===== src/rtl/evt_irq_pkg.sv =====
package evt_irq_pkg;
   localparam int unsigned WORD_W  = 32;
   localparam int unsigned OFS_W   = 8;

   localparam logic [OFS_W-1:0] OFS_STATUS = 8'h40;
   localparam logic [OFS_W-1:0] OFS_INJECT = 8'h44;
   localparam logic [OFS_W-1:0] OFS_MASK   = 8'h48;

   // Positions that carry a defined event source
   localparam logic [WORD_W-1:0] SRC_PRESENT =
      (32'h1 << 31) | (32'h1 << 30) | (32'h1 << 29) | (32'h1 << 28) |
      (32'h1 << 27) | (32'h1 << 24) | (32'h1 << 22) | (32'h1 << 20) |
      (32'h1 << 19) | (32'h1 << 18);

   typedef struct packed {
      logic clr;
      logic inj;
      logic msk;
   } wr_sel_t;
endpackage


===== src/rtl/evt_irq_status_bank.sv =====
module evt_irq_status_bank #(
   parameter int unsigned         W       = 32,
   parameter logic [W-1:0]        PRESENT = '1
) (
   input  logic         clk,
   input  logic         rst_n,
   input  logic [W-1:0] evt_i,
   input  logic         clr_wr_i,
   input  logic         inj_wr_i,
   input  logic [W-1:0] wdata_i,
   output logic [W-1:0] status_o
);
   if (W < 1) begin : g_bad_w
      $error("status bank width must be at least 1");
   end

   for (genvar b = 0; b < W; b++) begin : g_bit
      if (PRESENT[b]) begin : g_flop
         logic hit, drop, st_q;
         assign hit  = evt_i[b] | (inj_wr_i & wdata_i[b]);
         assign drop = clr_wr_i & wdata_i[b];
         always_ff @(posedge clk or negedge rst_n) begin
            if (!rst_n)      st_q <= 1'b0;
            else if (hit)    st_q <= 1'b1;
            else if (drop)   st_q <= 1'b0;
         end
         assign status_o[b] = st_q;

         // any set request lands, even against a clear
         a_r2_event_latches: assert property (@(posedge clk) disable iff (!rst_n)
            (evt_i[b] || (inj_wr_i && wdata_i[b])) |=> status_o[b]);
         // clear with no competing set drops the bit
         a_r4_clear_drops: assert property (@(posedge clk) disable iff (!rst_n)
            (clr_wr_i && wdata_i[b] && !evt_i[b] && !inj_wr_i) |=> !status_o[b]);
         // no request means the bit holds
         a_r2_bit_holds: assert property (@(posedge clk) disable iff (!rst_n)
            (!evt_i[b] && !((inj_wr_i || clr_wr_i) && wdata_i[b])) |=> $stable(status_o[b]));
      end else begin : g_tie
         assign status_o[b] = 1'b0;
      end
   end
endmodule


===== src/rtl/evt_irq_mask_reg.sv =====
module evt_irq_mask_reg #(
   parameter int unsigned  W       = 32,
   parameter logic [W-1:0] RST_VAL = '1
) (
   input  logic         clk,
   input  logic         rst_n,
   input  logic         wr_i,
   input  logic [W-1:0] wdata_i,
   output logic [W-1:0] mask_o
);
   always_ff @(posedge clk or negedge rst_n) begin
      if (!rst_n)    mask_o <= RST_VAL;
      else if (wr_i) mask_o <= wdata_i;
   end

   // mask moves only on a write, and then takes the data
   a_r7_mask_stable: assert property (@(posedge clk) disable iff (!rst_n)
      !wr_i |=> $stable(mask_o));
   a_r7_mask_loads: assert property (@(posedge clk) disable iff (!rst_n)
      wr_i |=> (mask_o == $past(wdata_i)));
endmodule


===== src/rtl/evt_irq_combine.sv =====
module evt_irq_combine #(
   parameter int unsigned W       = 32,
   parameter bit          REG_OUT = 1'b1
) (
   input  logic         clk,
   input  logic         rst_n,
   input  logic [W-1:0] status_i,
   input  logic [W-1:0] mask_i,
   output logic         irq_o
);
   logic live;
   assign live = |(status_i & ~mask_i);

   if (REG_OUT) begin : g_reg
      always_ff @(posedge clk or negedge rst_n) begin
         if (!rst_n) irq_o <= 1'b0;
         else        irq_o <= live;
      end
      // line follows unmasked status one clock later
      a_r8_irq_rise: assert property (@(posedge clk) disable iff (!rst_n)
         (|(status_i & ~mask_i)) |=> irq_o);
      a_r8_irq_fall: assert property (@(posedge clk) disable iff (!rst_n)
         !(|(status_i & ~mask_i)) |=> !irq_o);
   end else begin : g_comb
      assign irq_o = live;
   end
endmodule


===== src/rtl/evt_irq_ctrl.sv =====
module evt_irq_ctrl #(
   parameter int unsigned DATA_W   = evt_irq_pkg::WORD_W,
   parameter int unsigned ADDR_W   = evt_irq_pkg::OFS_W,
   parameter logic [DATA_W-1:0] SRC_PRESENT = evt_irq_pkg::SRC_PRESENT,
   parameter bit          REG_OUT  = 1'b1
) (
   input  logic              clk,
   input  logic              rst_n,
   input  logic [DATA_W-1:0] evt_i,
   input  logic              bus_wr_i,
   input  logic [ADDR_W-1:0] bus_addr_i,
   input  logic [DATA_W-1:0] bus_wdata_i,
   output logic [DATA_W-1:0] bus_rdata_o,
   output logic              irq_o
);
   import evt_irq_pkg::*;

   localparam logic [ADDR_W-1:0] A_STATUS = ADDR_W'(OFS_STATUS);
   localparam logic [ADDR_W-1:0] A_INJECT = ADDR_W'(OFS_INJECT);
   localparam logic [ADDR_W-1:0] A_MASK   = ADDR_W'(OFS_MASK);

   if (ADDR_W < 7) begin : g_bad_addr
      $error("address width too small for register offsets");
   end

   wr_sel_t            sel;
   logic [DATA_W-1:0]  status, mask;

   always_comb begin
      sel.clr = bus_wr_i && (bus_addr_i == A_STATUS);
      sel.inj = bus_wr_i && (bus_addr_i == A_INJECT);
      sel.msk = bus_wr_i && (bus_addr_i == A_MASK);
   end

   evt_irq_status_bank #(.W(DATA_W), .PRESENT(SRC_PRESENT)) u_status (
      .clk(clk), .rst_n(rst_n), .evt_i(evt_i),
      .clr_wr_i(sel.clr), .inj_wr_i(sel.inj), .wdata_i(bus_wdata_i),
      .status_o(status));

   evt_irq_mask_reg #(.W(DATA_W), .RST_VAL('1)) u_mask (
      .clk(clk), .rst_n(rst_n), .wr_i(sel.msk), .wdata_i(bus_wdata_i),
      .mask_o(mask));

   evt_irq_combine #(.W(DATA_W), .REG_OUT(REG_OUT)) u_comb (
      .clk(clk), .rst_n(rst_n), .status_i(status), .mask_i(mask),
      .irq_o(irq_o));

   always_comb begin
      if (bus_addr_i == A_STATUS)    bus_rdata_o = status;
      else if (bus_addr_i == A_MASK) bus_rdata_o = mask;
      else                           bus_rdata_o = '0;
   end

   // absent positions never show in status
   a_r3_absent_zero: assert property (@(posedge clk) disable iff (!rst_n)
      1'b1 |=> ((status & ~SRC_PRESENT) == '0));
   // writes elsewhere leave both registers alone
   a_r1_unmapped_quiet: assert property (@(posedge clk) disable iff (!rst_n)
      (bus_wr_i && !sel.msk && !sel.clr && !sel.inj && evt_i == '0)
      |=> ($stable(mask) && $stable(status)));
endmodule


===== config.mk =====
export PLATFORM = sky130hd
export DESIGN_NAME = evt_irq_ctrl
export DESIGN_NICKNAME = d
export VERILOG_FILES = /design/src/rtl/evt_irq_pkg.sv /design/src/rtl/evt_irq_status_bank.sv /design/src/rtl/evt_irq_mask_reg.sv /design/src/rtl/evt_irq_combine.sv /design/src/rtl/evt_irq_ctrl.sv
export SDC_FILE = /design/constraint.sdc
export NUM_CORES = 1
export LEC_CHECK = 0
export CORE_MARGIN = 2
export CORE_UTILIZATION = 40
export DETAILED_ROUTE_END_ITERATION = 12
export GPL_TIMING_DRIVEN = 0
export PLACE_DENSITY = 0.72
export SLEW_MARGIN = 25
export SYNTH_ARGS = -nofsm -noshare
export SYNTH_HDL_FRONTEND = slang
export SYNTH_HIERARCHICAL = 1
export SYNTH_SLANG_ARGS = --single-unit

===== constraint.sdc =====
create_clock -name clk -period 2.15 [get_ports clk]
set_input_delay 0.43 -clock clk [delete_from_list [all_inputs] [get_ports clk]]
set_output_delay 0.43 -clock clk [all_outputs]
set_load 0.02 [all_outputs]

==> impl_metrics.env, run 1 <==
export IMPL_grt_max_degree=29
export IMPL_track_usage=0.1970
export IMPL_syn2layout_area_growth_pct=51.58
export IMPL_hold_viol_final=0
export IMPL_violations="negative setup slack"
export IMPL_power_leakage_nw=2.166
export IMPL_first_global_vias=2437
export IMPL_p_switching_mw=0.4885
export IMPL_fmaxAchievable_mhz=460.4
export IMPL_crit_fanout=7
export IMPL_vias=2353
export IMPL_worstSetupStartpointType="primary input"
export IMPL_fp_dieW_um=91.83
export IMPL_dp_slack_ns=-0.9005
export IMPL_cts_root_buf="clkbuf_8"
export IMPL_synthTopCellsByArea="dfstp_2 27%, mux2_4 15%, mux2i_1 10%"
export IMPL_clkSinkCount=43
export IMPL_clk_latency_ns=0.29
export IMPL_ys_ff_latch=43
export IMPL_wl_per_cell_um=16.77
export IMPL_synth_async_reset_ratio=1.000
export IMPL_rsz0062_at_grt="true"
export IMPL_synthTopCellsByCount="33 x inv_1, 32 x buf_4, 32 x dfstp_2, 32 x mux2i_1"
export IMPL_portBuffers=84
export IMPL_cts_buffers=5
export IMPL_wl_um=8285
export IMPL_viasPerCell=4.763
export IMPL_sw_frac_of_total=0.2542
export IMPL_clk_pin_slew_worst_paths_ns=0.09
export IMPL_core_um2=7607
export IMPL_finalSetupViolCount=9
export IMPL_grt_pass1_wl_um=12830
export IMPL_critical_path_required_ns=1.72
export IMPL_critical_path_class="in2out"
export IMPL_end_kind="primary output"
export IMPL_clockBufferDepth=2
export IMPL_netlist_instances=272
export IMPL_antenna_cells=0
export IMPL_finish_utilization=0.6148
export IMPL_syn_area_um2=3085
export IMPL_maxSlewViolCount=0
export IMPL_min_period_ns=2.172
export IMPL_placed_area_um2=4148
export IMPL_dp_cells=480
export IMPL_die_y_um=91.83
export IMPL_final_cells=494
export IMPL_cp_cell_sequence="buf_6 > or4_4 > buf_16 > nor3_2 > buf_4"
export IMPL_num_rows=32
export IMPL_yosysMostFrequentCell="inv_1"
export IMPL_max_stage_delay_ns=0.67
export IMPL_crit_buf_inv=3
export IMPL_cts_max_level=2
export IMPL_ios=108
export IMPL_drtPass1Iterations=4
export IMPL_timing_rr_start="u_status/g_bit[19].g_flop.st_q$_DFFE_PN0P_"
export IMPL_startpoint="bus_addr_i[4]"
export IMPL_drtAntennaViolNets=0
export IMPL_fin_nets=466
export IMPL_worstPathArrival_ns=1.74
export IMPL_ys_warn_count=6
export IMPL_yosysTopAreaCell="dfstp_2"
export IMPL_finalHoldWorstSlack_ns=0.06032
export IMPL_setup_tns_final_ns=-0.1047
export IMPL_status="finished, violations left"
export IMPL_p_comb_frac=0.208
export IMPL_synth_edf_count=0
export IMPL_skew_ns=0.007285
export IMPL_dp_hpwl_um=5631
export IMPL_synth_avg_cell_area_um2=11.34
export IMPL_final_cell_area_um2=4677
export IMPL_place_congestion=0.7941
export IMPL_yosysTopAreaCellShare=0.2725
export IMPL_antenna_found_initial=0
export IMPL_gr_total_overflow=0
export IMPL_slowest_stage="or4_4"
export IMPL_peakVddDrop_v=0.0002629
export IMPL_drc=0
export IMPL_fin_ws_ns=-0.02224
export IMPL_internal_power_mw=1.433
export IMPL_clockPowerShare=0.331
export IMPL_yosysUniqueCellTypes=22
export IMPL_critPathTopFamily="simple AND/OR/NAND/NOR gates"
export IMPL_drt_iter0_drc=68
export IMPL_power_total_mw=1.921
export IMPL_dieArea_um2=8432
export IMPL_cts_tree="done"
export IMPL_synth_flop_cell="dfstp_2"
export IMPL_p_per_area_nw_per_um2=410.8
export IMPL_drv_cap=0
export IMPL_initial_core_util=0.4056
export IMPL_hold_path_class="in2async"
export IMPL_timing_final_crit_share=1.010
export IMPL_yosysSeqAreaShare=0.3617
export IMPL_seqPwrFrac=0.461
export IMPL_drive_gt1_frac=0.5051
-- final timing paths --
path	end	slack (ns)	cells past startpoint
min in group clk	u_status/g_bit[27].g_flop.st_q$_DFFE_PN0P_	0.52	1
worst min register to register	u_status/g_bit[27].g_flop.st_q$_DFFE_PN0P_	0.52	1
worst max register to register	u_comb/irq_o$_DFF_PN0_	0.86	5
max in group asynchronous	u_mask/mask_o[12]$_DFFE_PN1P_	1.52	2
worst max-delay path	bus_rdata_o[0]	-0.02	5
worst min-delay path	u_status/g_bit[22].g_flop.st_q$_DFFE_PN0P_	0.06	1
-- cell families (layout without fill, tap and decap cells) --
logic type	count (synthesis)	after routing	share of synthesized area
simple gates	55	57	0.1399
mux	64	64	0.2571
other cells	1	22	0.001215
flops	43	43	0.3617
buf+inv	83	180	0.1752
compound gates	26	26	0.06488
-- state kept, by name, indices dropped and copies added, names as in the netlist --
name / cells
u_mask/mask_o: 32
u_status/g_bit.g_flop.st_q: 10
u_comb/irq_o: 1
-- power groups by stage --
stage	sequential [mW]	combinational, mW	clock (mW)
after CTS	0.886	0.368	0.650
after global placement	0.897	0.325	0
after floorplan	0.891	0.185	0
after detailed placement	0.899	0.332	0
final	0.887	0.400	0.635
after global routing	0.891	0.427	0.686
-- layout make-up --
type                       instances  area, um^2
clock inverter                     1       30.03
timing repair buffer              91        1025
buffer                            48       467.9
tap                              102       127.6
sequential                        43        1116
clock buffer                       7       76.32
fill                             625        2930
multi-input combinational        169        1710
inverter                          33       123.9
-- worst register-to-register path, cell delays in order (launching register included) --
cell	delay, ns
dfrtp_1	0.39
buf_4	0.14
inv_1	0.04
o22ai_1	0.07
nor4_1	0.38
nand4_1	0.13
-- per-layer routing --
| layer | up-vias | part of all wire | GRT usage | wire, um |
|---|---|---|---|---|
| li1 | 1152 | - | - | - |
| met1 | 1132 | 0.47 | 0.2714 | 3863 |
| met2 | 62 | 0.48 | 0.3248 | 3959 |
| met3 | 7 | 0.045 | 0.04191 | 369 |
| met4 | 0 | 0.011 | 0.03358 | 92 |
| met5 | - | 0 | 0 | 0 |
-- what timing repair did --
| action | CTS | global route |
|---|---|---|
| pin swaps | 8 | 23 |
| gates resized for setup | 235 | 26 |
| endpoints found under the setup margin | 62 | 26 |
| cloned | 3 | 5 |
| setup buffers | 0 | 0 |
| hold buffers | 0 | 0 |
-- cells in the final DEF (no fill, tap or decap) --
cell type and n:
clkdlybuf4s50_1 44, buf_4 34, inv_1 33, mux2i_1 32
buf_6 32, dfstp_2 32, mux2_4 30, nor3_4 28
conb_1 22, o22ai_1 16, nand2_1 11, dfrtp_1 11
buf_12 10, a221o_1 10, buf_2 8, nor4_1 5
clkbuf_8 5, clkbuf_16 4, nor3_2 3, nor3_1 3
or3b_4 2, nand2b_1 2, clkbuf_1 2, buf_16 2
clkdlybuf4s15_1 2, clkbuf_2 2, mux2_2 2, or4_4 1
bufinv_16 1, or4_2 1, clkdlybuf4s15_2 1, nand4_1 1
Note: power is estimated with default switching activity, not from simulation.
==> run 2, diff against run 1 <==
--- a/config.mk
+++ b/config.mk
@@ -5,12 +5,13 @@
 export SDC_FILE = /design/constraint.sdc
 export NUM_CORES = 1
 export LEC_CHECK = 0
+export ABC_AREA = 1
 export CORE_MARGIN = 2
 export CORE_UTILIZATION = 40
 export DETAILED_ROUTE_END_ITERATION = 12
 export GPL_TIMING_DRIVEN = 0
 export PLACE_DENSITY = 0.72
-export SLEW_MARGIN = 25
+export SLEW_MARGIN = 20
 export SYNTH_ARGS = -nofsm -noshare
 export SYNTH_HDL_FRONTEND = slang
 export SYNTH_HIERARCHICAL = 1
==> impl_metrics.env, run 2 <==
export IMPL_viasPerCell=4.616
export IMPL_synthTopCellsByCount="199 x nand2_1, 37 x inv_1, 37 x nand3_1, 32 x buf_4, 32 x dfstp_2"
export IMPL_finalSetupViolCount=0
export IMPL_gr_total_overflow=0
export IMPL_critical_path_required_ns=1.72
export IMPL_first_global_vias=3130
export IMPL_peakVddDrop_v=0.0002550
export IMPL_end_kind="primary output"
export IMPL_dieArea_um2=8775
export IMPL_r2r_end="u_comb/irq_o$_DFF_PN0_"
export IMPL_fp_dieW_um=93.68
export IMPL_p_per_area_nw_per_um2=413.6
export IMPL_fin_nets=641
export IMPL_worstSetupStartpointType="primary input"
export IMPL_cts_tree="done"
export IMPL_portBuffers=85
export IMPL_yosysSeqAreaShare=0.3469
export IMPL_yosysUniqueCellTypes=22
export IMPL_vias=3088
export IMPL_wl_per_cell_um=13.31
export IMPL_synth_async_reset_ratio=1.000
export IMPL_hold_viol_final=0
export IMPL_synthTopCellsByArea="dfstp_2 26%, nand2_1 23%, nand3_2 9.0%"
export IMPL_clk_latency_ns=0.31
export IMPL_clk_pin_slew_worst_paths_ns=0.09
export IMPL_cts_max_level=2
export IMPL_synth_avg_cell_area_um2=7.213
export IMPL_drt_iter0_drc=111
export IMPL_hold_buffers=0
export IMPL_synth_edf_count=0
export IMPL_antenna_cells=0
export IMPL_fmaxAchievable_mhz=494.8
export IMPL_top_register="u_mask/mask_o"
export IMPL_die_y_um=93.68
export IMPL_hold_path_class="in2async"
export IMPL_skew_ns=0.008429
export IMPL_place_congestion=0.8109
export IMPL_maxSlewViolCount=0
export IMPL_cts_buffers=5
export IMPL_status="completed"
export IMPL_timing_rr_start="u_mask/mask_o[28]$_DFFE_PN1P_"
export IMPL_yosysTopAreaCell="dfstp_2"
export IMPL_clkSinkCount=43
export IMPL_ys_warn_count=6
export IMPL_clockBufferDepth=2
export IMPL_cts_root_buf="clkbuf_8"
export IMPL_timing_final_crit_share=0.9400
export IMPL_yosysTopAreaCellShare=0.2614
export IMPL_drtAntennaViolNets=0
export IMPL_dp_hpwl_um=6566
export IMPL_ios=108
export IMPL_num_rows=32
export IMPL_crit_fanout=10
export IMPL_drv_cap=0
export IMPL_initial_core_util=0.4141
export IMPL_critical_path_class="in2out"
export IMPL_largest_register_ffs=32
export IMPL_netlist_instances=446
export IMPL_mostFrequentLayoutCells="180 x nand2_1, 47 x buf_4, 44 x clkdlybuf4s50_1"
export IMPL_ys_ff_latch=43
export IMPL_grt_max_degree=28
export IMPL_final_common_cell="nand2_1"
export IMPL_rr_worst_depth=7
export IMPL_drive_gt1_frac=0.3598
export IMPL_syn2layout_area_growth_pct=42.08
export IMPL_syn_area_um2=3217
export IMPL_drc=0
export IMPL_grt_pass1_wl_um=14520
export IMPL_finish_utilization=0.5884
export IMPL_core_um2=7767
export IMPL_rsz0062_at_grt="false"
export IMPL_synth_flop_cell="dfstp_2"
export IMPL_min_period_ns=2.021
export IMPL_reg2reg_slack_ns=0.97
export IMPL_drtPass1Iterations=4
export IMPL_wl_um=8902
export IMPL_power_leakage_nw=2.250
export IMPL_yosysMostFrequentCell="nand2_1"
export IMPL_top_regs="u_mask/mask_o: 32 flops, u_status/g_bit.g_flop.st_q: 10 flops, u_comb/irq_o: 1 flops"
export IMPL_finalHoldWorstSlack_ns=0.04508
export IMPL_antenna_found_initial=0
export IMPL_worstPathArrival_ns=1.59
export IMPL_track_usage=0.2124
==> run 2: changes by cell type after synthesis, sizes merged, moves of 5 or more <==
cell / previous run / this run
nand2: 11 / 212
nand3: 0 / 66
nor3: 34 / 0
mux2: 32 / 0
mux2i: 32 / 0
nor2: 0 / 16
o22ai: 16 / 0
a21oi: 0 / 10
a221o: 10 / 0
inv: 33 / 41
nor4: 5 / 0
==> run 2: through the flow <==
step	total power [mW]	cell area, um^2	setup slack, ns	TNS (ns)	std cells
global placement	1.182	4274	-0.5636	-25.05	654
finish	1.890	4571	0.1289	0	669
floorplan	1.039	3296	0.5646	0	467
global route	1.968	4571	0.04559	0	669
CTS	1.891	4571	0.1396	0	669
detailed placement	1.192	4289	-0.5349	-16.40	655
==> run 2: cell families after synthesis <==
group,Yosys count,share of synthesized area
flops,43,0.3469
buf+inv,95,0.1988
compound gates,13,0.02139
simple gates,294,0.4317
other cells,1,0.001166
==> run 2: power breakdown <==
| part | internal (mW) | total (mW) | switching (mW) |
|---|---|---|---|
| Clock | 0.383 | 0.690 | 0.308 |
| Sequential | 0.862 | 0.892 | 0.0304 |
| Combinational | 0.167 | 0.308 | 0.140 |
==> run 2: final cells by class <==
class	instances	area, um^2
buffer	54	539.3
clock buffer	6	82.58
multi-input combinational	329	1593
timing repair buffer	92	912.1
fill	733	3197
inverter	41	161.4
clock inverter	2	38.79
tap	102	127.6
sequential	43	1116
==> run 2: worst max-delay path, stage by stage <==
cell and delay (ns):
dlygate4sd2_1 0.24, inv_2 0.08, nand2_4 0.07, nor2_4 0.20, buf_6 0.14, buf_12 0.13, nand3_2 0.09, nand2_2 0.09
buf_6 0.12
==> run 2: how the worst max path moves through the flow <==
stage          depth (start not counted)     startpoint                                    endpoint
2_1_floorplan                          7  bus_addr_i[7]                              bus_rdata_o[0]
3_3_place_gp                           1          rst_n  u_status/g_bit[22].g_flop.st_q$_DFFE_PN0P_
3_5_place_dp                           8  bus_addr_i[6]                             bus_rdata_o[29]
4_1_cts                                9  bus_addr_i[0]                             bus_rdata_o[29]
5_1_grt                                9  bus_addr_i[1]                              bus_rdata_o[3]
6_report                               9  bus_addr_i[0]                              bus_rdata_o[3]
==> run 2: routing by layer <==
metal / global-route usage / share of wire / vias to the layer above
li1: - / - / 1550
met1: 0.2595 / 0.43 / 1443
met2: 0.3783 / 0.50 / 77
met3: 0.03371 / 0.051 / 18
met4: 0.07488 / 0.019 / 0
met5: 0 / 0 / -
==> run 2: what timing repair did <==
action / CTS / global route
buffers inserted: 5 / 0
endpoints found under the setup margin: 32 / 0
gates resized for setup: 223 / 0
==> run 3, diff against run 2 <==
--- a/config.mk
+++ b/config.mk
@@ -8,6 +8,7 @@
 export ABC_AREA = 1
 export CORE_MARGIN = 2
 export CORE_UTILIZATION = 40
+export CTS_CLUSTER_SIZE = 16
 export DETAILED_ROUTE_END_ITERATION = 12
 export GPL_TIMING_DRIVEN = 0
 export PLACE_DENSITY = 0.72
==> results of run 3 <==
The final DEF is identical to that of run 2; final timing and power are the same.
